$ cat src/rtl/sdcmd_pkg.sv
package sdcmd_pkg;

    localparam int IDX_W   = 6;
    localparam int ARG_W   = 32;
    localparam int CRC_W   = 7;
    localparam int BODY_W  = 2 + IDX_W + ARG_W;
    localparam int FRAME_W = BODY_W + CRC_W + 1;
    localparam int CNT_W   = $clog2(FRAME_W);

    // generator x^7 + x^3 + 1 without the top term
    localparam logic [CRC_W-1:0] CRC_TAPS = 7'h09;

    typedef enum logic [2:0] {
        ST_IDLE,
        ST_SEND,
        ST_WAIT,
        ST_RECV,
        ST_DONE
    } xcvr_state_t;

    function automatic logic [CRC_W-1:0] crc7_step(input logic [CRC_W-1:0] cur,
                                                   input logic bit_in);
        logic             fb;
        logic [CRC_W-1:0] nxt;
        fb  = bit_in ^ cur[CRC_W-1];
        nxt = {cur[CRC_W-2:0], 1'b0};
        if (fb) nxt = nxt ^ CRC_TAPS;
        return nxt;
    endfunction

    function automatic logic [CRC_W-1:0] crc7_body(input logic [BODY_W-1:0] body);
        logic [CRC_W-1:0] acc;
        acc = '0;
        for (int i = BODY_W - 1; i >= 0; i--) begin
            acc = crc7_step(acc, body[i]);
        end
        return acc;
    endfunction

endpackage

$ cat src/rtl/sdcmd_crc7.sv
module sdcmd_crc7
    import sdcmd_pkg::*;
(
    input  logic             clk,
    input  logic             rst_n,
    input  logic             clear,
    input  logic             en,
    input  logic             din,
    output logic [CRC_W-1:0] crc
);

    always_ff @(posedge clk or negedge rst_n) begin
        if (!rst_n) begin
            crc <= '0;
        end else if (clear) begin
            crc <= '0;
        end else if (en) begin
            crc <= crc7_step(crc, din);
        end
    end

endmodule

$ cat src/rtl/sdcmd_shreg.sv
module sdcmd_shreg #(
    parameter int W = 47
) (
    input  logic         clk,
    input  logic         rst_n,
    input  logic         shift,
    input  logic         sin,
    output logic [W-1:0] q
);

    always_ff @(posedge clk or negedge rst_n) begin
        if (!rst_n) begin
            q <= '1;
        end else if (shift) begin
            q <= {q[W-2:0], sin};
        end
    end

endmodule

$ cat src/rtl/sdcmd_xcvr.sv
module sdcmd_xcvr
    import sdcmd_pkg::*;
#(
    parameter int WAIT_MAX = 64,
    localparam int WAIT_W  = $clog2(WAIT_MAX + 1)
) (
    input  logic              clk,
    input  logic              rst_n,
    input  logic              clk_en,
    input  logic              start,
    input  logic [IDX_W-1:0]  cmd_index,
    input  logic [ARG_W-1:0]  cmd_arg,
    input  logic              resp_expect,
    input  logic              resp_r3,
    input  logic [WAIT_W-1:0] wait_limit,
    output logic              busy,
    output logic              done,
    output logic [IDX_W-1:0]  resp_index,
    output logic [ARG_W-1:0]  resp_arg,
    output logic              idx_err,
    output logic              crc_err,
    output logic              timeout,
    output logic              cmd_out,
    output logic              cmd_oe,
    input  logic              cmd_in
);

    localparam logic [CNT_W-1:0] LAST_BIT  = CNT_W'(FRAME_W - 1);
    localparam logic [CNT_W-1:0] BODY_LAST = CNT_W'(BODY_W - 1);
    localparam int               RX_W      = FRAME_W - 1;

    xcvr_state_t state, state_nx;

    logic [CNT_W-1:0]   bit_cnt;
    logic [WAIT_W-1:0]  wait_cnt;
    logic [WAIT_W-1:0]  wait_lim_q;
    logic [WAIT_W:0]    wait_next;
    logic               win_end;
    logic [FRAME_W-1:0] tx_q;
    logic [IDX_W-1:0]   cmd_idx_q;
    logic               r3_q;
    logic               expect_q;
    logic               timeout_q;
    logic               got_resp_q;
    logic               accept;
    logic [RX_W-1:0]    rx_q;
    logic [CRC_W-1:0]   rx_crc_calc;

    assign accept    = (state == ST_IDLE) && start;
    assign wait_next = {1'b0, wait_cnt} + 1'b1;
    assign win_end   = wait_next >= {1'b0, wait_lim_q};

    // ---------------- state register ----------------
    always_ff @(posedge clk or negedge rst_n) begin
        if (!rst_n) state <= ST_IDLE;
        else        state <= state_nx;
    end

    // ---------------- transitions ----------------
    always_comb begin
        state_nx = state;
        unique case (state)
            ST_IDLE: if (start) state_nx = ST_SEND;                       // accept
            ST_SEND: if (clk_en && bit_cnt == LAST_BIT)
                         state_nx = expect_q ? ST_WAIT : ST_DONE;         // stop-bit sent
            ST_WAIT: if (clk_en) begin
                         if (!cmd_in)      state_nx = ST_RECV;           // start-bit found
                         else if (win_end) state_nx = ST_DONE;           // window expired
                     end
            ST_RECV: if (clk_en && bit_cnt == LAST_BIT) state_nx = ST_DONE; // stop-bit received
            ST_DONE: state_nx = ST_IDLE;                                  // complete
            default: state_nx = ST_IDLE;
        endcase
    end

    // ---------------- datapath ----------------
    always_ff @(posedge clk or negedge rst_n) begin
        if (!rst_n) begin
            bit_cnt    <= '0;
            wait_cnt   <= '0;
            wait_lim_q <= '0;
            tx_q       <= '1;
            cmd_idx_q  <= '0;
            r3_q       <= 1'b0;
            expect_q   <= 1'b0;
            timeout_q  <= 1'b0;
            got_resp_q <= 1'b0;
        end else if (accept) begin
            bit_cnt    <= '0;
            wait_cnt   <= '0;
            wait_lim_q <= wait_limit;
            tx_q       <= {1'b0, 1'b1, cmd_index, cmd_arg,
                           crc7_body({1'b0, 1'b1, cmd_index, cmd_arg}), 1'b1};
            cmd_idx_q  <= cmd_index;
            r3_q       <= resp_r3;
            expect_q   <= resp_expect;
            timeout_q  <= 1'b0;
            got_resp_q <= 1'b0;
        end else if (clk_en) begin
            case (state)
                ST_SEND: begin
                    if (bit_cnt == LAST_BIT) begin
                        bit_cnt <= '0;
                    end else begin
                        bit_cnt <= bit_cnt + 1'b1;
                        tx_q    <= {tx_q[FRAME_W-2:0], 1'b1};
                    end
                end
                ST_WAIT: begin
                    if (!cmd_in)      bit_cnt   <= CNT_W'(1);
                    else if (win_end) timeout_q <= 1'b1;
                    else              wait_cnt  <= wait_cnt + 1'b1;
                end
                ST_RECV: begin
                    if (bit_cnt == LAST_BIT) got_resp_q <= 1'b1;
                    else                     bit_cnt    <= bit_cnt + 1'b1;
                end
                default: ;
            endcase
        end
    end

    sdcmd_shreg #(.W(RX_W)) u_rx (
        .clk   (clk),
        .rst_n (rst_n),
        .shift (state == ST_RECV && clk_en),
        .sin   (cmd_in),
        .q     (rx_q)
    );

    sdcmd_crc7 u_crc (
        .clk   (clk),
        .rst_n (rst_n),
        .clear (accept),
        .en    (state == ST_RECV && clk_en && bit_cnt <= BODY_LAST),
        .din   (cmd_in),
        .crc   (rx_crc_calc)
    );

    // received field views
    logic               f_dir, f_stop;
    logic [IDX_W-1:0]   f_idx;
    logic [ARG_W-1:0]   f_arg;
    logic [CRC_W-1:0]   f_crc;
    assign f_dir  = rx_q[RX_W-1];
    assign f_idx  = rx_q[RX_W-2 -: IDX_W];
    assign f_arg  = rx_q[RX_W-2-IDX_W -: ARG_W];
    assign f_crc  = rx_q[CRC_W:1];
    assign f_stop = rx_q[0];

    // ---------------- outputs ----------------
    always_comb begin
        busy       = (state != ST_IDLE);
        done       = (state == ST_DONE);
        cmd_oe     = (state == ST_SEND);
        cmd_out    = cmd_oe ? tx_q[FRAME_W-1] : 1'b1;
        resp_index = f_idx;
        resp_arg   = f_arg;
        timeout    = timeout_q;
        idx_err    = got_resp_q && (r3_q ? (f_idx != '1) : (f_idx != cmd_idx_q));
        crc_err    = got_resp_q &&
                     ((r3_q ? (f_crc != '1) : (f_crc != rx_crc_calc)) || f_dir || !f_stop);
    end

    // ---------------- assertions ----------------
    a_r1_first_bit_low: assert property (@(posedge clk) disable iff (!rst_n)
        $rose(cmd_oe) |-> !cmd_out);

    a_r1_stop_bit_high: assert property (@(posedge clk) disable iff (!rst_n)
        (state == ST_SEND && bit_cnt == LAST_BIT) |-> cmd_out);

    a_r5_busy_start_ignored: assert property (@(posedge clk) disable iff (!rst_n)
        (busy && start) |=> (cmd_idx_q == $past(cmd_idx_q)));

    a_r6_hold_without_enable: assert property (@(posedge clk) disable iff (!rst_n)
        (state == ST_SEND && !clk_en) |=> $stable(cmd_out));

    a_r7_done_single_cycle: assert property (@(posedge clk) disable iff (!rst_n)
        done |=> !done);

    a_r11_timeout_from_search: assert property (@(posedge clk) disable iff (!rst_n)
        $rose(timeout) |-> ($past(state) == ST_WAIT));

    a_r11_timeout_alone: assert property (@(posedge clk) disable iff (!rst_n)
        timeout |-> !(idx_err || crc_err));

    a_r12_results_frozen: assert property (@(posedge clk) disable iff (!rst_n)
        (!busy && !start) |=> ($stable(resp_arg) && $stable(idx_err) && $stable(crc_err)));

endmodule

$ cat config.mk
export PLATFORM = sky130hd
export DESIGN_NAME = sdcmd_xcvr
export DESIGN_NICKNAME = d
export VERILOG_FILES = /design/src/rtl/sdcmd_pkg.sv /design/src/rtl/sdcmd_crc7.sv /design/src/rtl/sdcmd_shreg.sv /design/src/rtl/sdcmd_xcvr.sv
export SDC_FILE = /design/constraint.sdc
export NUM_CORES = 1
export LEC_CHECK = 0
export BUFFER_PORTS_ARGS = -buffer_cell sky130_fd_sc_hd__buf_2
export CAP_MARGIN = 25
export CORE_AREA = 5 5 197 161
export DETAILED_ROUTE_END_ITERATION = 7
export DIE_AREA = 0 0 202 166
export GPL_ROUTABILITY_DRIVEN = 1
export PLACE_DENSITY = 0.51
export SLEW_MARGIN = 10
export SYNTH_ARGS = -nofsm -noshare
export SYNTH_HDL_FRONTEND = slang
export SYNTH_SLANG_ARGS = --single-unit
$ cat constraint.sdc
create_clock -name clk -period 6.36 [get_ports clk]
set_input_delay 0.954 -clock clk [delete_from_list [all_inputs] [get_ports clk]]
set_output_delay 0.954 -clock clk [all_outputs]
set_load 0.01 [all_outputs]
Word level (Yosys, flattened, before mapping). Index checks and enable logic that the tools add are counted.

Reduce and logical (&&, ||, !) cells: 26. Muxes and demuxes: 114. Magnitude comparators: 2. Bitwise gates (word level): 78. $add $sub $neg: 3. Eq/ne operators: 18.

Operators with widths (count): 2-to-1 mux 7 bit (45); 2-to-1 mux 48 bit (4); 2-to-1 mux 4 bit (39); inverter 2 bit (39); XOR 1 bit (39); 2-to-1 mux 6 bit (5); 2-to-1 mux 3 bit (7); case mux 6 bit (3 select lines) (1); nonzero test 2 bit (8); 2-to-1 mux 1 bit (12); case mux 3 bit (4 select lines) (1); AND reduction 4 bit (3); != test 3 bit (second input constant) (3); adder 7 x 1 -> 8 bit (second input constant) (1); >= comparator 8 x 7 -> 1 bit (1); != test 2 bit (second input constant) (4); adder 7 x 1 -> 7 bit (second input constant) (1); != test 7 bit (1); != test 7 bit (second input constant) (1); adder 6 x 1 -> 6 bit (second input constant) (1); equality test 3 x 2 -> 1 bit (second input constant) (2); equality test 6 bit (second input constant) (1); less-or-equal comparator 6 bit (second input constant) (1); logical AND 1 bit (6); other kinds (12) (15).

Bits of input ports: 52. Flip-flop bits (word level): 135. Word-level logic and storage cells: 253.

Depth between registers and ports, before layout. Gate-level depths: netlist (run 1).

Word-level depth: 117. Depth in mapped cells: 11. Gate-level depth less buffers: 10.

Cells and area by module. A second synthesis (run 1) with hierarchy kept.

Cells, all modules: 696. Area, all modules: 7104.3 µm².

Modules (own cells, without submodules): sdcmd_xcvr (area an instance 4869.7 µm², instances 1, cells each 569); sdcmd_shreg (area an instance 1926.8 µm², instances 1, cells each 99); sdcmd_crc7 (area an instance 307.8 µm², instances 1, cells each 28).

Worst setup path after synthesis (run 1). OpenSTA, ideal clock, no wires.

Kind: input to register. Start: input cmd_index[4]. End: register tx_q[2]. Required time: 6.277 ns. Path buffers: 0. Data arrival time: 2.827 ns. Stages: 8. Path slack: 3.450 ns. Cells stage by stage: xnor3_2 > xnor2_2 > xnor3_2 > xnor2_4 > xnor2_2 > xnor2_2 > xnor2_1 > a221o_1.

Cells in the longest elaborated chain, start to end: 70. Elaborated cells on any way between the ends: 100.

RTL lines: start, declared (line sdcmd_xcvr.sv:11) `input logic [IDX_W-1:0] cmd_index,`; XOR 1 bit * (line sdcmd_pkg.sv:25) `fb = bit_in ^ cur[CRC_W-1];`; 2-to-1 mux 4 bit * (line sdcmd_pkg.sv:27) `if (fb) nxt = nxt ^ CRC_TAPS;`; 2-to-1 mux 7 bit * (line sdcmd_xcvr.sv:88) `end else if (accept) begin`; 2-to-1 mux 4 bit (line sdcmd_pkg.sv:27); 2-to-1 mux 7 bit * (line sdcmd_xcvr.sv:88); 2-to-1 mux 4 bit (line sdcmd_pkg.sv:27); 2-to-1 mux 7 bit * (line sdcmd_xcvr.sv:88); inverter 2 bit (no source line); (+51 left out); inverter 2 bit (no source line); 2-to-1 mux 4 bit * (line sdcmd_pkg.sv:27); 2-to-1 mux 7 bit * (4 in series) (line sdcmd_xcvr.sv:88); XOR 1 bit * (line sdcmd_pkg.sv:25); 2-to-1 mux 4 bit * (line sdcmd_pkg.sv:27); 2-to-1 mux 7 bit * (line sdcmd_xcvr.sv:88); 2-to-1 mux 4 bit * (line sdcmd_pkg.sv:27); 2-to-1 mux 48 bit * (line sdcmd_xcvr.sv:88); end signal, assigned (line sdcmd_xcvr.sv:92) `tx_q <= {1'b0, 1'b1, cmd_index, cmd_arg,`; end signal, assigned (line sdcmd_xcvr.sv:106) `tx_q <= {tx_q[FRAME_W-2:0], 1'b1};`; end, declared (line sdcmd_xcvr.sv:39) `logic [FRAME_W-1:0] tx_q;`.

Every way passes the cells marked *; elsewhere a longest branch is shown, timed or not. The select of a mux whose other input is x is not followed. A chain may end at the register's enable or synchronous reset.

Worst setup path after layout (run 1).
Start: register r3_q. End: output idx_err.

Cells in the longest elaborated chain, start to end: 2.

RTL lines: start, declared (line sdcmd_xcvr.sv:41) `logic r3_q;`; start signal, assigned (line sdcmd_xcvr.sv:95) `r3_q <= resp_r3;`; 2-to-1 mux 1 bit (line sdcmd_xcvr.sv:160) `idx_err = got_resp_q && (r3_q ? (f_idx != '1) : (f_idx != cmd_idx_q));`; logical AND 1 bit (line sdcmd_xcvr.sv:160); end, declared (line sdcmd_xcvr.sv:20) `output logic idx_err,`.

Every way passes these cells.

==> results of run 1 <==
-- cells in the final DEF, fill, tap and decap left out, types with 3 or more instances in the layout --
master / n
nand2_1: 246
buf_2: 95
dfstp_2: 94
nor2_1: 51
xnor2_1: 51
dfrtp_1: 40
a31oi_1: 36
o21ai_0: 32
inv_1: 21
clkbuf_16: 17
a21oi_1: 14
nand3_1: 12
xor2_1: 12
a21o_1: 11
mux2i_1: 11
a22o_1: 10
ha_1: 9
nor3_1: 8
buf_4: 8
nand2b_1: 6
and3_1: 5
xnor2_2: 5
xnor3_1: 5
and2_1: 3
nor3b_1: 3
nor4_1: 3
clkinv_4: 3
clkinvlp_4: 3
-- per-stage QoR --
stage / worst slack, ps / instance area [sq um]
after floorplan: 3450 / 7240
after global placement: 3210 / 7840
after detailed placement: 3180 / 7840
after CTS: 3350 / 8430
after global routing: 3230 / 8430
final: 3430 / 8430
-- cells by family after synthesis --
logic type                 synth area share (%)
AOI/OAI and AO/OA                          10.8
xor gates and xnor gates                   11.7
adders and majority gates                  1.56
buffers and inverters                      7.02
DFF                                        48.0
muxes                                      1.52
and+or+nand+nor                            19.4
-- flip-flops by register name, indices dropped and copies added, names as in the netlist --
name        flops
expect_q        1
tx_q           47
wait_cnt        7
r3_q            1
cmd_idx_q       6
u_crc.crc       7
u_rx.q         47
got_resp_q      1
wait_lim_q      7
state           3
timeout         1
bit_cnt         6
-- per-layer routing --
metal	vias to the layer above	share of wire [%]
met1	2571	54
li1	2675	-
met4	0	0.69
met3	13	5.0
met5	-	0
met2	130	41
-- power groups by stage --
stage	Sequential (mW)	Combinational (mW)	Clock, mW
2_1_floorplan	1.42	1.15	0
3_3_place_gp	1.49	1.37	0
3_5_place_dp	1.49	1.39	0
4_1_cts	1.49	1.39	1.02
5_1_grt	1.53	1.55	1.06
6_report	1.48	1.37	0.987
-- critical path, cell delays in order, from the launching register on --
cell     delay, ps
dfrtp_1        610
nor3_1         120
a21o_1         170
a22o_1         170
a21oi_1        150
o31a_1         190
buf_2          140
-- final timing paths --
path                              from      endpoint  slack [ps]  cells past startpoint
min                         u_rx.q[21]    u_rx.q[22]         460                      2
max reg2reg                wait_cnt[0]   wait_cnt[2]        3680                     11
min reg2reg                 u_rx.q[21]    u_rx.q[22]         460                      2
min in group asynchronous        rst_n    bit_cnt[4]         590                      1
max in group asynchronous        rst_n  cmd_idx_q[1]        4520                      2
max                               r3_q       idx_err        3430                      6
-- cell type report --
cell class	instances	area [sq um]	share of cell area (%)
Clock buffer	21	460	5.46
Clock inverter	11	125	1.48
Inverter	21	78.8	0.935
Multi-Input combinational cell	566	3270	38.8
Sequential cell	134	3470	41.2
Tap cell	383	479	5.68
Timing Repair Buffer	104	547	6.48
==> metrics.txt, run 1 <==
Total GRT Usage=10.6%; Post-synth EDFFs=0; number of DRC markers in iteration 0=317; post-layout util=28.4%; CTS Hold Bufs=0; Clock Sinks=134; worst-margin pin slew=913 ps; f_max=342 MHz; leading area contributor after synthesis=dfstp_2; via count=5389; final hold vios=0; critical path required time=5410 ps; startpoint types=flip-flop; combinational share of power=35.6%; Syn Area/Cell=9.08 sq um; fillers=3164; largest net degree at the start of global routing=90; Via density=4.35; Max IR drop VDD=192 uV; # DRC=0; outcome=completed; DR WL/cell=14.1 um; placed insts=1207; vias in the first global route=5335; clock share of power=25.7%; Async S/R FF share, synth=100%; initial antenna violation count=0; flops & latches, synth=134; clk_lat worst skew=420 ps; starting density of the core=24.3%; Synth top cells by count=nand2_1, dfstp_2, nor2_1; Nets=905; Layout Cells excl Fill=1240; Worst Setup End Kind=output pin; power consumption=3.84 mW; most frequent cell after synthesis=nand2_1; global routing usage on met1=16.2%; Slew Limit Fails=0; Max clock buf depth=2; H-Tree Depth=4; first-pass GRT wire length=29100 um; Max-Cap Viols=0; power per cell area=455 mW/mm^2; port buffer count=96; M3 GR Usage=2.85%; antenna viol nets, final=0; switching power=1.34 mW; Ys Warns=0; met2 Usage GRT=14.8%; Sw Share=35.0%; core area=0.0297 sq mm; TNS Setup=0 ps; slew margin rel.=39.1%; setup violators final=0; num rows=57; GPL Wtd Cong=0.777; TritonCTS clock tree=built; post-CTS setup buffers=0; most used routing layer=met1; CTS buffer count=17; Die Ht=166 um; Syn Nets=858; count of cell types in the netlist=52; CP Data Arrival Time=1970 ps; Post-synth top flop=dfstp_2; Synth top area share=34.1%; P&R area growth vs syn=16.5%; Mapped Area=0.00724 sq mm; Die Wd=202 um; internal power component=2.50 mW; Period minus WS final=2930 ps; gr ovfl total=0; post-cts sizing count=0; register area share after synthesis=48.0%; unrepaired setup endpoints after global routing=no; sequential share of power=38.7%; Mapped Cells=797; Crit Path Class=flip-flop to output pin; Tightest Hold Check Type=flip-flop to flip-flop; Worst Skew=9.70 ps; ranking of synthesized cells by area=dfstp_2, dfrtp_1, nand2_1; total die area=0.0335 sq mm; Hold Slack=457 ps; root buf cell=clkbuf_16; period utilisation layout=46.0%; share of cells above drive strength 1=28.5%; final WL=17500 um; first drt pass iteration count=5; worst-path fanout max=15; clock transition at the registers of the reported paths=60 ps; Pleak=3.92 nW; antenna cells=0; num ports=97; Detailed Place HPWL=12200 um
No activity file was read; power rests on OpenSTA's default activity.
==> run 2, diff against run 1 <==
==> constraint.sdc (replaced) <==
create_clock -name clk -period 2.9 [get_ports clk]
set_input_delay 0.435 -clock clk [delete_from_list [all_inputs] [get_ports clk]]
set_output_delay 0.435 -clock clk [all_outputs]
set_load 0.01 [all_outputs]
==> run 2 against run 1 <==
  * Global-route usage down 0.11 points
  * Flip-flop and latch count unchanged
  * Clock power up 120%
  * Setup slack worse by 3300 ps
  * Critical path depth up 5
  * Total power up 120%
  * Critical endpoint is now wait_cnt[2]
  * Largest power group unchanged
  * Highest routed layer unchanged
==> metrics.txt, run 2 (same netlist as run 1, synthesis figures left out) <==
outcome=completed; num rows=57 (unchanged); setup violators final=0 (unchanged); Slew Limit Fails=0 (unchanged); root buf cell=clkbuf_16; Tightest Hold Check Type=input pin to asynchronous set/reset pin; power per cell area=998 mW/mm^2 (+120%); number of DRC markers in iteration 0=322 (+1.6%); CTS buffer count=17 (unchanged); first-pass GRT wire length=28900 um (-0.90%); worst-path fanout max=6 (-9); largest net degree at the start of global routing=78 (-13%); starting density of the core=24.3% (unchanged); antenna cells=0 (unchanged); Detailed Place HPWL=12200 um (+0.36%); Crit path max-delay family=compound AO/OA/AOI/OAI gates; share of cells above drive strength 1=29.2% (+0.78 points); total die area=0.0335 sq mm (unchanged); CP Cell Sequence=ha_1 -> ha_1 -> a21o_1 -> a21o_1 -> a21o_1 -> a21o_1 -> a21oi_1 -> o211ai_1 -> buf_4 -> mux2i_1 -> a21o_1; Nets=913 (+0.88%); clock transition at the registers of the reported paths=60 ps (about the same); Die Ht=166 um (unchanged); worst-margin pin slew=719 ps (-195 ps); Die Wd=202 um (unchanged); clk_lat worst skew=420 ps (about the same); Worst Setup End Kind=flip-flop; GPL Wtd Cong=0.796 (+2.5%); Period minus WS final=2750 ps; Pleak=3.97 nW (+1.3%); f_max=364 MHz; H-Tree Depth=4 (unchanged); first drt pass iteration count=5 (unchanged); crit path launch=wait_cnt[0]; CP Data Arrival Time=3060 ps (+1090 ps); commonest non-fill, non-tap cell in the layout=nand2_1; core area=0.0297 sq mm (unchanged); final WL=17400 um (-0.61%); # DRC=0 (unchanged); num ports=97 (unchanged); unrepaired setup endpoints after global routing=no; Worst Skew=7.86 ps (-1.85 ps); Worst R2R Start=wait_cnt[0]; critical path required time=3210 ps (-2200 ps); period utilisation layout=94.8%; Via density=4.39 (+0.91%); Max-Cap Viols=0 (unchanged); Crit Path Class=flip-flop to flip-flop; final hold vios=0 (unchanged); gr ovfl total=0 (unchanged); slew margin rel.=52.1% (+13 points); initial antenna violation count=0 (unchanged); post-layout util=28.7% (+0.31 points); DR WL/cell=13.9 um (-1.2%); via count=5473 (+1.6%); P&R area growth vs syn=17.8%; CP most frequent cell=a21o_1; TritonCTS clock tree=built; port buffer count=96 (unchanged); antenna viol nets, final=0 (unchanged); Worst Path Buf+Inv=1 (unchanged); startpoint types=flip-flop; commonest non-fill, non-tap cells in the layout=nand2_1, buf_2, dfstp_2; vias in the first global route=5499 (+3.1%); Worst path slowest cell=dfrtp_1; TNS Setup=0 ps (unchanged); Total GRT Usage=10.5% (-0.11 points); CTS Hold Bufs=0 (unchanged); Clock Sinks=134 (unchanged); top flop regs=tx_q: 47 flops, u_rx.q: 47 flops; Max IR drop VDD=415 uV (+120%); Worst path max stage delay=430 ps (-180 ps); Max clock buf depth=2 (unchanged)
==> run 2: final timing paths <==
check,to,slack (ps),cells past startpoint
setup / recovery,wait_cnt[2],150,11
hold / removal,u_crc.crc[1],40,1
setup reg to reg,wait_cnt[2],150,11
hold reg to reg,u_rx.q[10],460,2
max in group asynchronous,bit_cnt[1],1980,2
min in group clk,wait_lim_q[6],220,3
==> run 2: cell type report <==
type | instances | area [sq um]
fillers | 3147 | 21200
flip-flops and latches | 134 | 3470
multi-input cells | 566 | 3270
repair buffers | 112 | 619
clock buffers | 22 | 484
well taps | 383 | 479
clock inverters | 10 | 120
inverters | 21 | 78.8
==> run 2: what timing repair did <==
action / CTS / global route
setup endpoints to repair: 0 / 1
hold endpoints to repair: 0 / 0
setup buffers: 0 / 2
resized for setup: 0 / 0
==> run 2: where the power goes <==
group          switching, mW  internal [mW]  leakage [nW]
Sequential             0.450           2.80          1.50
Combinational           1.65           1.39          2.18
Clock                  0.854           1.36         0.289
==> run 2: through the flow <==
stage | instances | total power [mW] | hold slack, ps | area, sq um | worst slack, ps
final | 1248 | 8.51 | 37.5 | 8520 | 150
after CTS | 1246 | 8.64 | 52.5 | 8510 | 204
after global routing | 1248 | 9.18 | 81.6 | 8520 | 7.53
after detailed placement | 1214 | 6.35 | 451 | 7910 | 247
after floorplan | 797 | 5.64 | 139 | 7240 | 400
after global placement | 1214 | 6.31 | 448 | 7910 | 286
==> run 2: layer usage <==
layer,GRT usage (%),wire length (um),part of all wire (%)
met5,0,0,0
met4,2.41,128,0.74
met3,2.97,813,4.7
met2,15.2,7270,42
met1,15.5,9140,53
==> run 3, diff against run 2 <==
--- a/config.mk
+++ b/config.mk
@@ -7,11 +7,12 @@
 export LEC_CHECK = 0
 export BUFFER_PORTS_ARGS = -buffer_cell sky130_fd_sc_hd__buf_2
 export CAP_MARGIN = 25
-export CORE_AREA = 5 5 197 161
+export CORE_AREA = 5 5 141 116
+export CTS_BUF_LIST = sky130_fd_sc_hd__clkbuf_4
 export DETAILED_ROUTE_END_ITERATION = 7
-export DIE_AREA = 0 0 202 166
+export DIE_AREA = 0 0 146 121
 export GPL_ROUTABILITY_DRIVEN = 1
-export PLACE_DENSITY = 0.51
+export PLACE_DENSITY = 0.8
 export SLEW_MARGIN = 10
 export SYNTH_ARGS = -nofsm -noshare
 export SYNTH_HDL_FRONTEND = slang
==> run 3 against run 2 <==
  * Total power down 10%
  * Clock skew rose by 8.8 ps
  * First-iteration DRC count decreased by 3.7%
  * Clock power is 37% lower
  * Register-to-register slack better by 140 ps
  * Maximum frequency increased by 5.4%
  * Final cell count is 16% lower
  * Non-clock buffer count fell by 1
  * Via count down 0.75%
  * Critical path type unchanged
  * Critical endpoint unchanged
  * Highest routed layer unchanged
==> metrics.txt, run 3 (same netlist as run 1, synthesis figures left out) <==
Max-Cap Viols=0 (unchanged); top flop regs=tx_q: 47 flops, u_rx.q: 47 flops; Max IR drop VDD=486 uV (+17%); num ports=97 (unchanged); Sw Share=36.3% (+1.6 points); largest net degree at the start of global routing=60 (-23%); post-layout util=54.1% (+25 points); outcome=completed; placed insts=1020 (-16%); via count=5432 (-0.75%); CP Data Arrival Time=3040 ps (-20 ps); number of DRC markers in iteration 0=310 (-3.7%); Worst Setup End Kind=flip-flop; post-route setup slack=291 ps (+141 ps); slew margin rel.=55.9% (+3.8 points); Hold Crit Endpoint=r3_q; # DRC=0 (unchanged); hold depth=3; TritonCTS clock tree=built; P&R area growth vs syn=10.4%; Crit path max-delay family=compound AO/OA/AOI/OAI gates; combinational share of power=39.3% (+3.6 points); power per cell area=959 mW/mm^2 (-3.9%); Die Wd=146 um (-28%); Clock Sinks=134 (unchanged); final WL=15000 um (-13%); CP Cell Sequence=ha_1 -> ha_1 -> a21o_1 -> a21o_1 -> a21o_1 -> a21o_1 -> a21oi_1 -> o211ai_1 -> buf_4 -> mux2i_1 -> a21o_1; port buffer count=96 (unchanged); GPL Wtd Cong=0.850 (+6.8%); internal power component=4.88 mW (-12%); starting density of the core=49.0% (+25 points); Layout Cells excl Fill=1053 (-16%); num rows=40 (-30%); Nets=912 (-0.11%); clk_lat worst skew=520 ps (+100 ps); unrepaired setup endpoints after global routing=no; worst-path fanout max=14 (+8); FF-to-FF End=wait_cnt[2]; Worst Path Buf+Inv=1 (unchanged); Period minus WS final=2610 ps (-141 ps); Worst Skew=16.7 ps (+8.85 ps); final hold vios=0 (unchanged); sequential share of power=42.5% (+4.3 points); Pleak=3.84 nW (-3.3%); CTS buffer count=17 (unchanged); commonest non-fill, non-tap cell in the layout=nand2_1; CP most frequent cell=a21o_1; Reg2Reg Setup Slack=290 ps (+140 ps); startpoint types=flip-flop; period utilisation layout=90.0% (-4.9 points); Via density=5.16 (+18%); clock share of power=18.2% (-7.8 points); Worst path slowest cell=dfrtp_1; Hold Slack=89.6 ps (+52.1 ps); first drt pass iteration count=7 (+2); post-cts sizing count=0 (unchanged); min-delay src=resp_r3; setup violators final=0 (unchanged); clock transition at the registers of the reported paths=120 ps (+60 ps); fin area=0.00799 sq mm (-6.3%); critical path required time=3330 ps (+120 ps); Worst path max stage delay=440 ps (about the same); Die Ht=121 um (-27%); antenna cells=0 (unchanged); worst-margin pin slew=657 ps (-62.0 ps); commonest non-fill, non-tap cells in the layout=nand2_1, buf_2, dfstp_2; Area after DPL=0.00766 sq mm (-3.1%); first-pass GRT wire length=25300 um (-12%); share of cells above drive strength 1=29.2% (-0.082 points); DR WL/cell=14.3 um (+2.5%); total die area=0.0177 sq mm (-47%); Total GRT Usage=17.4% (+6.9 points); gr ovfl total=0 (unchanged); Detailed Place HPWL=10900 um (-11%); initial antenna violation count=0 (unchanged); root buf cell=clkbuf_4; core area=0.0148 sq mm (-50%); Tightest Hold Check Type=input pin to flip-flop; f_max=383 MHz (+5.4%); antenna viol nets, final=0 (unchanged); R2R cell count=11 (unchanged); vias in the first global route=5185 (-5.7%); Worst R2R Start=wait_cnt[0]; power consumption=7.66 mW (-10%); Max clock buf depth=2 (unchanged); Slew Limit Fails=0 (unchanged); Crit Path Class=flip-flop to flip-flop; TNS Setup=0 ps (unchanged); H-Tree Depth=4 (unchanged); Crit path depth=11 (unchanged); fillers=1344 (-57%); switching power=2.78 mW (-5.9%); Setup WS pre-CTS=133 ps (-113 ps)
-- run 3: cell count changes in the layout (fill, tap and decap cells not counted), sizes merged --
cell,delta
clkbuf,-3
bufinv,+2
buf,-1
inv,+1
-- run 3: how the worst max path moves through the flow --
stage	slack, ps	to	startpoint
floorplan	400	wait_cnt[5]	wait_cnt[0]
global placement	200	wait_cnt[2]	wait_cnt[0]
detailed placement	130	wait_cnt[2]	wait_cnt[0]
CTS	110	wait_cnt[2]	wait_cnt[0]
global route	110	state[1]	wait_cnt[0]
finish	290	wait_cnt[2]	wait_cnt[0]
-- run 3: what timing repair did --
| item | 4_1_cts | 5_1_grt |
|---|---|---|
| endpoints found under the setup margin | 0 | 5 |
| hold buffers | 0 | 0 |
| buffers inserted | 0 | 1 |
-- run 3: cell type report --
class | count | area [sq um] | share of cell area [%]
clock buffers | 19 | 143 | 1.79
clock inverters | 13 | 180 | 2.26
inverters | 21 | 78.8 | 0.987
multi-input cells | 566 | 3270 | 41.0
flip-flops and latches | 134 | 3470 | 43.4
well taps | 189 | 236 | 2.96
repair buffers | 111 | 608 | 7.61
-- run 3: worst reg2reg max path, delay by kind of cell, from the launching register on --
family / cells / cell delay (ps)
mux: 1 / 120
flops: 1 / 440
fa+ha+maj: 2 / 600
buf+inv: 1 / 190
compound gates: 7 / 1180
-- run 3: power groups by stage --
stage	registers [mW]	clock network, mW	logic, mW
6_report	3.25	1.40	3.01
5_1_grt	3.34	1.52	3.40
4_1_cts	3.25	1.44	3.05
3_5_place_dp	3.27	0	3.04
3_3_place_gp	3.25	0	2.92
2_1_floorplan	3.10	0	2.53
-- run 3: routing by layer --
| layer | GRT usage [%] | wire, um | vias to the layer above | share of wire [%] |
|---|---|---|---|---|
| li1 | - | - | 2705 | - |
| met1 | 24.0 | 7230 | 2577 | 48 |
| met2 | 27.0 | 6840 | 139 | 46 |
| met3 | 5.04 | 856 | 11 | 5.7 |
| met4 | 4.52 | 95 | 0 | 0.63 |
| met5 | 0 | 0 | - | 0 |
